File: src/rtl/rtc_irq_pkg.sv
// Shared types and constants for the RTC interrupt controller.
// Assumes: a five-bit control word and three event flags.
package rtc_irq_pkg;

    // Host control word, MSB first as it appears on the ports.
    typedef struct packed {
        logic set_mode;
        logic pie;
        logic aie;
        logic uie;
        logic sqwe;
    } ctl_t;

    localparam int CTL_W   = $bits(ctl_t);
    localparam int N_FLAG  = 3;
    localparam int FLG_UF  = 0;
    localparam int FLG_AF  = 1;
    localparam int FLG_PF  = 2;
    localparam logic [1:0] WILD_TAG = 2'b11;

    localparam ctl_t CTL_PWR_INIT = '{set_mode: 1'b0, pie: 1'b0, aie: 1'b0,
                                      uie: 1'b0, sqwe: 1'b1};

endpackage

File: src/rtl/rtc_alarm_cmp.sv
// Alarm comparator: matches N_FIELDS time bytes against alarm bytes.
// A byte whose two top bits equal WILD_TAG matches any time value.
// Assumes: inputs are stable while the result is sampled.
module rtc_alarm_cmp
    import rtc_irq_pkg::*;
#(
    parameter int BYTE_W   = 8,
    parameter int N_FIELDS = 3
) (
    input  logic [N_FIELDS-1:0][BYTE_W-1:0] tim,
    input  logic [N_FIELDS-1:0][BYTE_W-1:0] alm,
    output logic                            all_hit
);
    localparam int TAG_LO = BYTE_W - 2;

    logic [N_FIELDS-1:0] hit;

    for (genvar i = 0; i < N_FIELDS; i++) begin : g_field
        // Per-field match: wildcard tag or exact equality.
        always_comb begin
            hit[i] = (alm[i][BYTE_W-1:TAG_LO] == WILD_TAG) || (alm[i] == tim[i]);
        end
    end

    // All fields must match for an alarm.
    always_comb begin
        all_hit = &hit;
    end

endmodule

File: src/rtl/rtc_flag_bank.sv
// Event flag bank: each flag is sticky until a read strobe clears it.
// A set event in the same cycle as the read strobe wins.
// Assumes: clr_n is a synchronous active-low clear.
module rtc_flag_bank #(
    parameter int N = 3
) (
    input  logic         clk,
    input  logic         clr_n,
    input  logic [N-1:0] set,
    input  logic         rd,
    output logic [N-1:0] q
);

    for (genvar i = 0; i < N; i++) begin : g_flag
        // Sticky flag with set-over-clear priority.
        always_ff @(posedge clk) begin
            if (!clr_n)      q[i] <= 1'b0;
            else if (set[i]) q[i] <= 1'b1;
            else if (rd)     q[i] <= 1'b0;
        end

        AST_SET_WINS: assert property (@(posedge clk) disable iff (!clr_n)
            set[i] |=> q[i]);
        AST_READ_CLEARS: assert property (@(posedge clk) disable iff (!clr_n)
            (rd && !set[i]) |=> !q[i]);
    end

endmodule

File: src/rtl/rtc_ctl_reg.sv
// Host control register: set-mode, three interrupt enables, square-wave enable.
// Power-on initialises all bits; host reset clears only pie, uie and sqwe.
// Set-mode rising through a write forces the update enable to 0.
// Assumes: set_mode changes only through wr.
module rtc_ctl_reg
    import rtc_irq_pkg::*;
(
    input  logic clk,
    input  logic rst_n,
    input  logic pwr_on_n,
    input  logic wr,
    input  ctl_t wdata,
    output ctl_t q
);

    // Control word update with power-on > reset > write priority.
    always_ff @(posedge clk) begin
        if (!pwr_on_n) begin
            q <= CTL_PWR_INIT;
        end else if (!rst_n) begin
            q.pie  <= 1'b0;
            q.uie  <= 1'b0;
            q.sqwe <= 1'b0;
        end else if (wr) begin
            q <= wdata;
            if (!q.set_mode && wdata.set_mode) q.uie <= 1'b0;
        end
    end

    AST_UIE_ON_SET: assert property (@(posedge clk) disable iff (!rst_n || !pwr_on_n)
        $rose(q.set_mode) |-> !q.uie);
    AST_RST_CLEARS: assert property (@(posedge clk)
        (pwr_on_n && !rst_n) |=> (!q.pie && !q.uie && !q.sqwe));
    AST_PWR_INIT: assert property (@(posedge clk)
        !pwr_on_n |=> (q.sqwe && !q.pie && !q.aie && !q.uie && !q.set_mode));

endmodule

File: src/rtl/rtc_irq_ctrl.sv
// RTC interrupt and alarm controller (top).
// Sets periodic, alarm and update-ended flags from their events, gates them
// onto an active-low interrupt line through host enables, and gates the
// square-wave output. Assumes all inputs are synchronous to clk.
module rtc_irq_ctrl
    import rtc_irq_pkg::*;
#(
    parameter int BYTE_W = 8
) (
    input  logic              clk,
    input  logic              rst_n,
    input  logic              pwr_on_n,
    input  logic              per_tick,
    input  logic              upd_done,
    input  logic [BYTE_W-1:0] tim_hr,
    input  logic [BYTE_W-1:0] tim_min,
    input  logic [BYTE_W-1:0] tim_sec,
    input  logic [BYTE_W-1:0] alm_hr,
    input  logic [BYTE_W-1:0] alm_min,
    input  logic [BYTE_W-1:0] alm_sec,
    input  logic              ctl_wr,
    input  logic [CTL_W-1:0]  ctl_wdata,
    output logic [CTL_W-1:0]  ctl_q,
    input  logic              flag_rd,
    output logic [N_FLAG:0]   flag_q,
    input  logic              sqw_src,
    output logic              sqw_o,
    output logic              irq_n
);
    localparam int N_FIELDS = 3;
    localparam logic [1:0] WILD = WILD_TAG;

    ctl_t                            ctl;
    logic                            alarm_hit;
    logic                            flag_clr_n;
    logic [N_FLAG-1:0]               flag_set;
    logic [N_FLAG-1:0]               flags;
    logic [N_FLAG-1:0]               en_vec;
    logic                            irq_cond;
    logic [N_FIELDS-1:0][BYTE_W-1:0] tim_vec;
    logic [N_FIELDS-1:0][BYTE_W-1:0] alm_vec;

    // Pack the time and alarm bytes, hours in the top field.
    always_comb begin
        tim_vec = {tim_hr, tim_min, tim_sec};
        alm_vec = {alm_hr, alm_min, alm_sec};
    end

    rtc_ctl_reg u_ctl (
        .clk      (clk),
        .rst_n    (rst_n),
        .pwr_on_n (pwr_on_n),
        .wr       (ctl_wr),
        .wdata    (ctl_t'(ctl_wdata)),
        .q        (ctl)
    );

    rtc_alarm_cmp #(.BYTE_W(BYTE_W), .N_FIELDS(N_FIELDS)) u_cmp (
        .tim     (tim_vec),
        .alm     (alm_vec),
        .all_hit (alarm_hit)
    );

    // Flag set events and the combined clear.
    always_comb begin
        flag_set         = '0;
        flag_set[FLG_PF] = per_tick;
        flag_set[FLG_AF] = upd_done && alarm_hit;
        flag_set[FLG_UF] = upd_done;
        flag_clr_n       = rst_n && pwr_on_n;
    end

    rtc_flag_bank #(.N(N_FLAG)) u_flags (
        .clk   (clk),
        .clr_n (flag_clr_n),
        .set   (flag_set),
        .rd    (flag_rd),
        .q     (flags)
    );

    // Interrupt condition: any flag together with its enable.
    always_comb begin
        en_vec         = '0;
        en_vec[FLG_PF] = ctl.pie;
        en_vec[FLG_AF] = ctl.aie;
        en_vec[FLG_UF] = ctl.uie;
        irq_cond       = |(flags & en_vec);
    end

    // Output drive.
    always_comb begin
        irq_n  = !irq_cond;
        flag_q = {irq_cond, flags};
        ctl_q  = ctl;
        sqw_o  = ctl.sqwe && sqw_src;
    end

    AST_PF_IRQ: assert property (@(posedge clk) disable iff (!rst_n || !pwr_on_n)
        (per_tick && ctl.pie && !ctl_wr) |=> !irq_n);
    AST_ALARM_WILD: assert property (@(posedge clk) disable iff (!rst_n || !pwr_on_n)
        (upd_done && alm_hr[BYTE_W-1 -: 2] == WILD && alm_min[BYTE_W-1 -: 2] == WILD
         && alm_sec[BYTE_W-1 -: 2] == WILD) |=> flag_q[FLG_AF]);
    AST_UF_SET: assert property (@(posedge clk) disable iff (!rst_n || !pwr_on_n)
        upd_done |=> flag_q[FLG_UF]);
    AST_IRQ_QUIET: assert property (@(posedge clk) disable iff (!rst_n || !pwr_on_n)
        (flags == '0) |-> irq_n);
    AST_SQW_LOW: assert property (@(posedge clk) disable iff (!pwr_on_n)
        !ctl.sqwe |-> !sqw_o);

endmodule

File: config.mk
export PLATFORM = sky130hd
export DESIGN_NAME = rtc_irq_ctrl
export DESIGN_NICKNAME = d
export VERILOG_FILES = /design/src/rtl/rtc_irq_pkg.sv /design/src/rtl/rtc_alarm_cmp.sv /design/src/rtl/rtc_flag_bank.sv /design/src/rtl/rtc_ctl_reg.sv /design/src/rtl/rtc_irq_ctrl.sv
export SDC_FILE = /design/constraint.sdc
export NUM_CORES = 1
export LEC_CHECK = 0
export BUFFER_PORTS_ARGS = -buffer_cell sky130_fd_sc_hd__buf_4
export CAP_MARGIN = 30
export CORE_UTILIZATION = 32
export CTS_CLUSTER_DIAMETER = 40
export DETAILED_ROUTE_END_ITERATION = 8
export HOLD_SLACK_MARGIN = 0.03
export PLACE_DENSITY = 0.84
export RECOVER_POWER = 25
export SLEW_MARGIN = 20
export SYNTH_ARGS = -nofsm -noshare
export SYNTH_HDL_FRONTEND = slang
export SYNTH_SLANG_ARGS = --single-unit
File: constraint.sdc
create_clock -name clk -period 1.15 [get_ports clk]
set_clock_uncertainty 0.05 [all_clocks]
set_input_delay 0.1725 -clock clk [delete_from_list [all_inputs] [get_ports clk]]
set_output_delay 0.1725 -clock clk [all_outputs]
set_load 0.005 [all_outputs]
== Yosys cells after proc, flatten, opt, wreduce, memory -nomap -nowiden ==
Cells that the tools add are included.
Widths: inputs -> output; s select.

* Register bits: 8

* Bitwise gates (word level): 1
* Equality and inequality tests: 7
* Mux-type cells: 7
* Reduce and logical (&&, ||, !) cells: 16

{| class="wikitable"
|+ Operator list
! operator !! number
|-
| $eq 8x8->1 || 3
|-
| $mux 1 || 7
|-
| $eq 2x2->1 const B || 3
|-
| $reduce_bool 2->1 || 3
|-
| $logic_and 1x1->1 || 4
|-
| $reduce_and 2->1 || 2
|-
| $and 3x3->3 || 1
|-
| $logic_or 1x1->1 || 3
|-
| $reduce_and 3->1 || 1
|-
| $reduce_or 3->1 || 1
|-
| $logic_not 1->1 || 2
|-
| $ne 2x1->1 const B || 1
|}

== Logic depth before layout (Yosys ltp) ==
* Depth after elaboration: 5
* Gate-level depth with buffers: 5

== By module ==
From an unflattened synthesis, not the netlist that was laid out.

* Cells, all modules: 72
* Area, all modules: 646.9 sq um

{| class="wikitable"
|+ By module, submodules not included
! module !! area each (sq um) !! sequential area each (sq um) !! cells each !! times used
|-
| rtc_alarm_cmp || 280.3 || 0.0 || 34 || 1
|-
| rtc_ctl_reg || 225.2 || 100.1 || 23 || 1
|-
| rtc_flag_bank || 101.3 || 60.1 || 9 || 1
|-
| rtc_irq_ctrl || 40.0 || 0.0 || 6 || 1
|}

== Worst setup path after synthesis ==
No wires, ideal clock.

* Path kind: register -> output
* Start point: register u_ctl.q[3] (netlist name)
* End point: output flag_q[3]
* Cell stages (with the launch flop): 4
* Path buffers: 1
* Path slack: -0.008 ns
* Data required time: 0.928 ns
* Data arrival time: 0.935 ns
* Path through: dfxtp_1 -> a222oi_1 -> inv_1 -> buf_4

* Word-level cells in the longest chain between the ends: 2

{| class="wikitable"
|+ Ends and longest elaborated chain
! item !! line !! RTL
|-
| start, declared || rtc_ctl_reg.sv:13 || <nowiki>output ctl_t q</nowiki>
|-
| start signal, assigned || rtc_ctl_reg.sv:25 || <nowiki>q <= wdata;</nowiki>
|-
| $and 3x3->3 || rtc_irq_ctrl.sv:87 || <nowiki>irq_cond = |(flags & en_vec);</nowiki>
|-
| $reduce_or 3->1 || rtc_irq_ctrl.sv:87 ||
|-
| end, declared || rtc_irq_ctrl.sv:25 || <nowiki>output logic [N_FLAG:0] flag_q,</nowiki>
|}

Every way passes these cells.

== Worst setup path in the final report ==
Ends and elaborated chain as after synthesis.

==> metrics.txt <==
# TYPE chip_impl_metric gauge
chip_impl_info{name="synth_most_common_cell",value="sky130_fd_sc_hd__xnor2_1"} 1
chip_impl_metric{name="globalplace.congestion",unit=""} 0.7680
chip_impl_metric{name="cts_hold_repair.buffers",unit=""} 0
chip_impl_metric{name="post_synth_instance_area",unit="µm²"} 598.1
chip_impl_metric{name="netlist_instances",unit=""} 74
chip_impl_metric{name="nFillCells",unit=""} 166
chip_impl_metric{name="maxCapViolations",unit=""} 0
chip_impl_metric{name="grt_remaining_overflow",unit=""} 0
chip_impl_metric{name="finalHoldWorstSlack",unit="ns"} 0.09105
chip_impl_metric{name="grt_use_total",unit="%"} 19.90
chip_impl_metric{name="post_dp_cell_area",unit="mm²"} 0.001159
chip_impl_metric{name="drt_first_iter_violations",unit=""} 9
chip_impl_info{name="violations",value="setup timing"} 1
chip_impl_metric{name="synth_top_cell_area_share",unit="%"} 35.15
chip_impl_info{name="worstHoldPathType",value="in -> reg"} 1
chip_impl_metric{name="routed_wl",unit="µm"} 1954
chip_impl_metric{name="largest_vdd_supply_drop",unit="mV"} 0.4313
chip_impl_info{name="ctsRootBufferMaster",value="sky130_fd_sc_hd__clkbuf_4"} 1
chip_impl_metric{name="die-width",unit="µm"} 45.23
chip_impl_metric{name="hold_viol",unit=""} 0
chip_impl_metric{name="max_clock_freq",unit="GHz"} 0.6991
chip_impl_metric{name="antennaDiodeCount",unit=""} 0
chip_impl_metric{name="placement_rows",unit=""} 15
chip_impl_info{name="run_status",value="finished, violations left"} 1
chip_impl_metric{name="worstPathRequired",unit="ns"} 0.93
chip_impl_metric{name="synth.yosys.seq_area_share",unit="%"} 26.78
chip_impl_metric{name="synth_async_sr_flop_share",unit="%"} 0
chip_impl_metric{name="max-clock-path-buffers",unit=""} 2
chip_impl_metric{name="postSynthRegisterBits",unit=""} 8
chip_impl_metric{name="synthesis.yosys.warnings",unit=""} 0
chip_impl_metric{name="transition_time_of_the_tightest_slew_check_pin",unit="ns"} 0.3955
chip_impl_metric{name="final_max_slew_viol_count",unit=""} 0
chip_impl_metric{name="start_util",unit="%"} 34.27
chip_impl_metric{name="crit_fanout",unit=""} 2
chip_impl_metric{name="final_critical_path_setup_slack",unit="ns"} -0.2804
chip_impl_metric{name="setup_viol",unit=""} 2
chip_impl_metric{name="numPlacedInstances",unit=""} 169
chip_impl_metric{name="drt_pre_antenna_iters",unit=""} 4
chip_impl_info{name="yosysTopAreaCell",value="sky130_fd_sc_hd__xnor2_1"} 1
chip_impl_metric{name="wire_length_of_the_first_global_routing_pass",unit="µm"} 2835
chip_impl_metric{name="ioPinCount",unit=""} 72
chip_impl_metric{name="htreeDepth",unit=""} 1
chip_impl_metric{name="floorplan.die_area",unit="mm²"} 0.002046
chip_impl_metric{name="fin_crit_sh",unit="%"} 124.4
chip_impl_metric{name="synth.lib_cells_used.distinct",unit=""} 18
chip_impl_info{name="start_kind",value="flop"} 1
chip_impl_metric{name="total_leakage_power",unit="nW"} 0.5652
chip_impl_info{name="synth_top_cells_by_area",value="sky130_fd_sc_hd__xnor2_1 (35%), sky130_fd_sc_hd__dfxtp_1 (27%), sky130_fd_sc_hd__nand4_1 (7.3%), sky130_fd_sc_hd__nand2_1 (5.0%), sky130_fd_sc_hd__a21oi_1 (3.3%)"} 1
chip_impl_metric{name="via_count_of_the_routed_design",unit=""} 793
chip_impl_metric{name="timing.reg2reg.setup_slack",unit="ns"} 0.34
chip_impl_metric{name="maximum_number_of_pins_on_one_net_before_global_route_repair",unit=""} 8
chip_impl_metric{name="dieHeight",unit="µm"} 45.23
chip_impl_metric{name="insertion_delay",unit="ns"} 0.25
chip_impl_metric{name="placeableCoreArea",unit="mm²"} 0.001745
chip_impl_metric{name="place_hpwl",unit="µm"} 1617
chip_impl_metric{name="wl_per_cell",unit="µm"} 11.29
chip_impl_metric{name="clkTransAtPathRegs",unit="ns"} 0.05
chip_impl_info{name="rsz0062_at_grt",value="yes"} 1
chip_impl_info{name="critPathKind",value="reg -> out"} 1
chip_impl_info{name="ys_top_cells_by_count",value="sky130_fd_sc_hd__xnor2_1 (24), sky130_fd_sc_hd__dfxtp_1 (8), sky130_fd_sc_hd__nand2_1 (8)"} 1
chip_impl_metric{name="synth-edff-count",unit=""} 0
chip_impl_info{name="tritoncts",value="built"} 1
chip_impl_metric{name="grt_pass1_vias",unit=""} 722
chip_impl_metric{name="num-nets-final",unit=""} 211
chip_impl_metric{name="timing.slew.headroom",unit="%"} 73.64
chip_impl_metric{name="vias_per_cell",unit=""} 4.584
chip_impl_metric{name="remaining_drc_errors",unit=""} 0
chip_impl_metric{name="power.density_cell_area",unit="mW/mm²"} 693.4
chip_impl_metric{name="syn_to_final_growth",unit="%"} 99.37
chip_impl_info{name="dominantRegCellSynth",value="sky130_fd_sc_hd__dfxtp_1"} 1
chip_impl_info{name="endpoint_kind",value="output pin"} 1
chip_impl_metric{name="antenna_found_initial",unit=""} 0
chip_impl_metric{name="period_needed",unit="ns"} 1.430
chip_impl_metric{name="syn-num-nets",unit=""} 135
chip_impl_metric{name="numCtsBuffers",unit=""} 3
chip_impl_metric{name="pre_cts_slack",unit="ns"} -0.02460
chip_impl_metric{name="layout.cells.non_filler",unit=""} 173
chip_impl_metric{name="final_area",unit="mm²"} 0.001192
chip_impl_metric{name="data_arrival_time_at_the_worst_slack_endpoint",unit="ns"} 1.21
chip_impl_metric{name="synth.avg_cell_area",unit="µm²"} 8.082
chip_impl_metric{name="number_of_input_and_output_port_buffers_inserted",unit=""} 71
chip_impl_metric{name="antenna_left",unit=""} 0
chip_impl_metric{name="drive_gt1_share",unit="%"} 52.03
chip_impl_metric{name="numClockSinks",unit=""} 8
worst max-delay path, stage by stage (launching register included):
cell                       delay [ns]
sky130_fd_sc_hd__dfxtp_2         0.31
sky130_fd_sc_hd__a222oi_1        0.42
sky130_fd_sc_hd__inv_1           0.10
sky130_fd_sc_hd__buf_6           0.13
sequential cells by signal, summed over array words and instances (netlist names):
| register | cells |
|---|---|
| u_ctl.q | 5 |
| u_flags.q | 3 |
final timing paths:
kind	start	depth (start not counted)	endpoint
setup reg to reg	u_ctl.q[3]	3	u_ctl.q[3]
hold / removal	pwr_on_n	2	u_ctl.q[0]
hold reg to reg	u_ctl.q[4]	2	u_ctl.q[4]
setup / recovery	u_ctl.q[3]	3	flag_q[3]
per-layer routing:
layer / global-route usage, % / vias to the layer above / wire [µm]
met4: 10.91 / 0 / 24
met5: 0 / - / 0
met1: 18.49 / 352 / 676
met2: 39.71 / 37 / 1150
met3: 3.600 / 2 / 102
li1: - / 402 / -
logic make-up (layout without fill, tap and decap cells):
family	after synthesis	in the layout	synth area share, %
AO/OA/AOI/OAI	12	12	12.13
XOR/XNOR	24	24	35.15
buffers and inverters	6	80	4.601
flip-flops	8	8	26.78
multiplexers	2	2	3.347
AND/OR/NAND/NOR	22	22	17.99
repair_timing:
action,in CTS,in global routing
pin swaps,1,0
buffers inserted,1,0
resized for setup,2,1
endpoints found under the setup margin,2,3
power breakdown:
part	internal, mW	switching (mW)	leakage [nW]
clock	0.119	0.0863	0.0138
combinational	0.221	0.103	0.485
sequential	0.289	0.00869	0.0660
stage by stage:
stage | power [mW] | utilization (%) | setup TNS, ns
global route | 0.8834 | 68.32 | -0.7180
floorplan | 0.4155 | - | -0.003374
CTS | 0.8376 | 68.39 | -0.5350
detailed placement | 0.6238 | 66.38 | -0.02460
finish | 0.8268 | 68.32 | -0.5120
global placement | 0.6168 | 66.38 | 0
cell usage in the layout (no fill, tap or decap), drive strengths merged:
cell	n
o21ai	4
nand2b	1
a21boi	2
a222oi	1
and2	1
mux2i	2
nor2	3
nand4	7
buf	73
nand3	2
a21oi	4
nand2	8
o211ai	1
inv	4
dfxtp	8
clkbuf	3
xnor2	24
area by class of cell:
cell class	instances	area [µm²]	share of cell area (%)
sequential	8	161.4	13.54
multi-input combinational	60	410.4	34.42
clock buffer	3	22.52	1.889
inverter	4	15.01	1.259
tap	25	31.28	2.623
timing repair buffer	73	551.8	46.28
No activity file was read; power rests on OpenSTA's default activity.
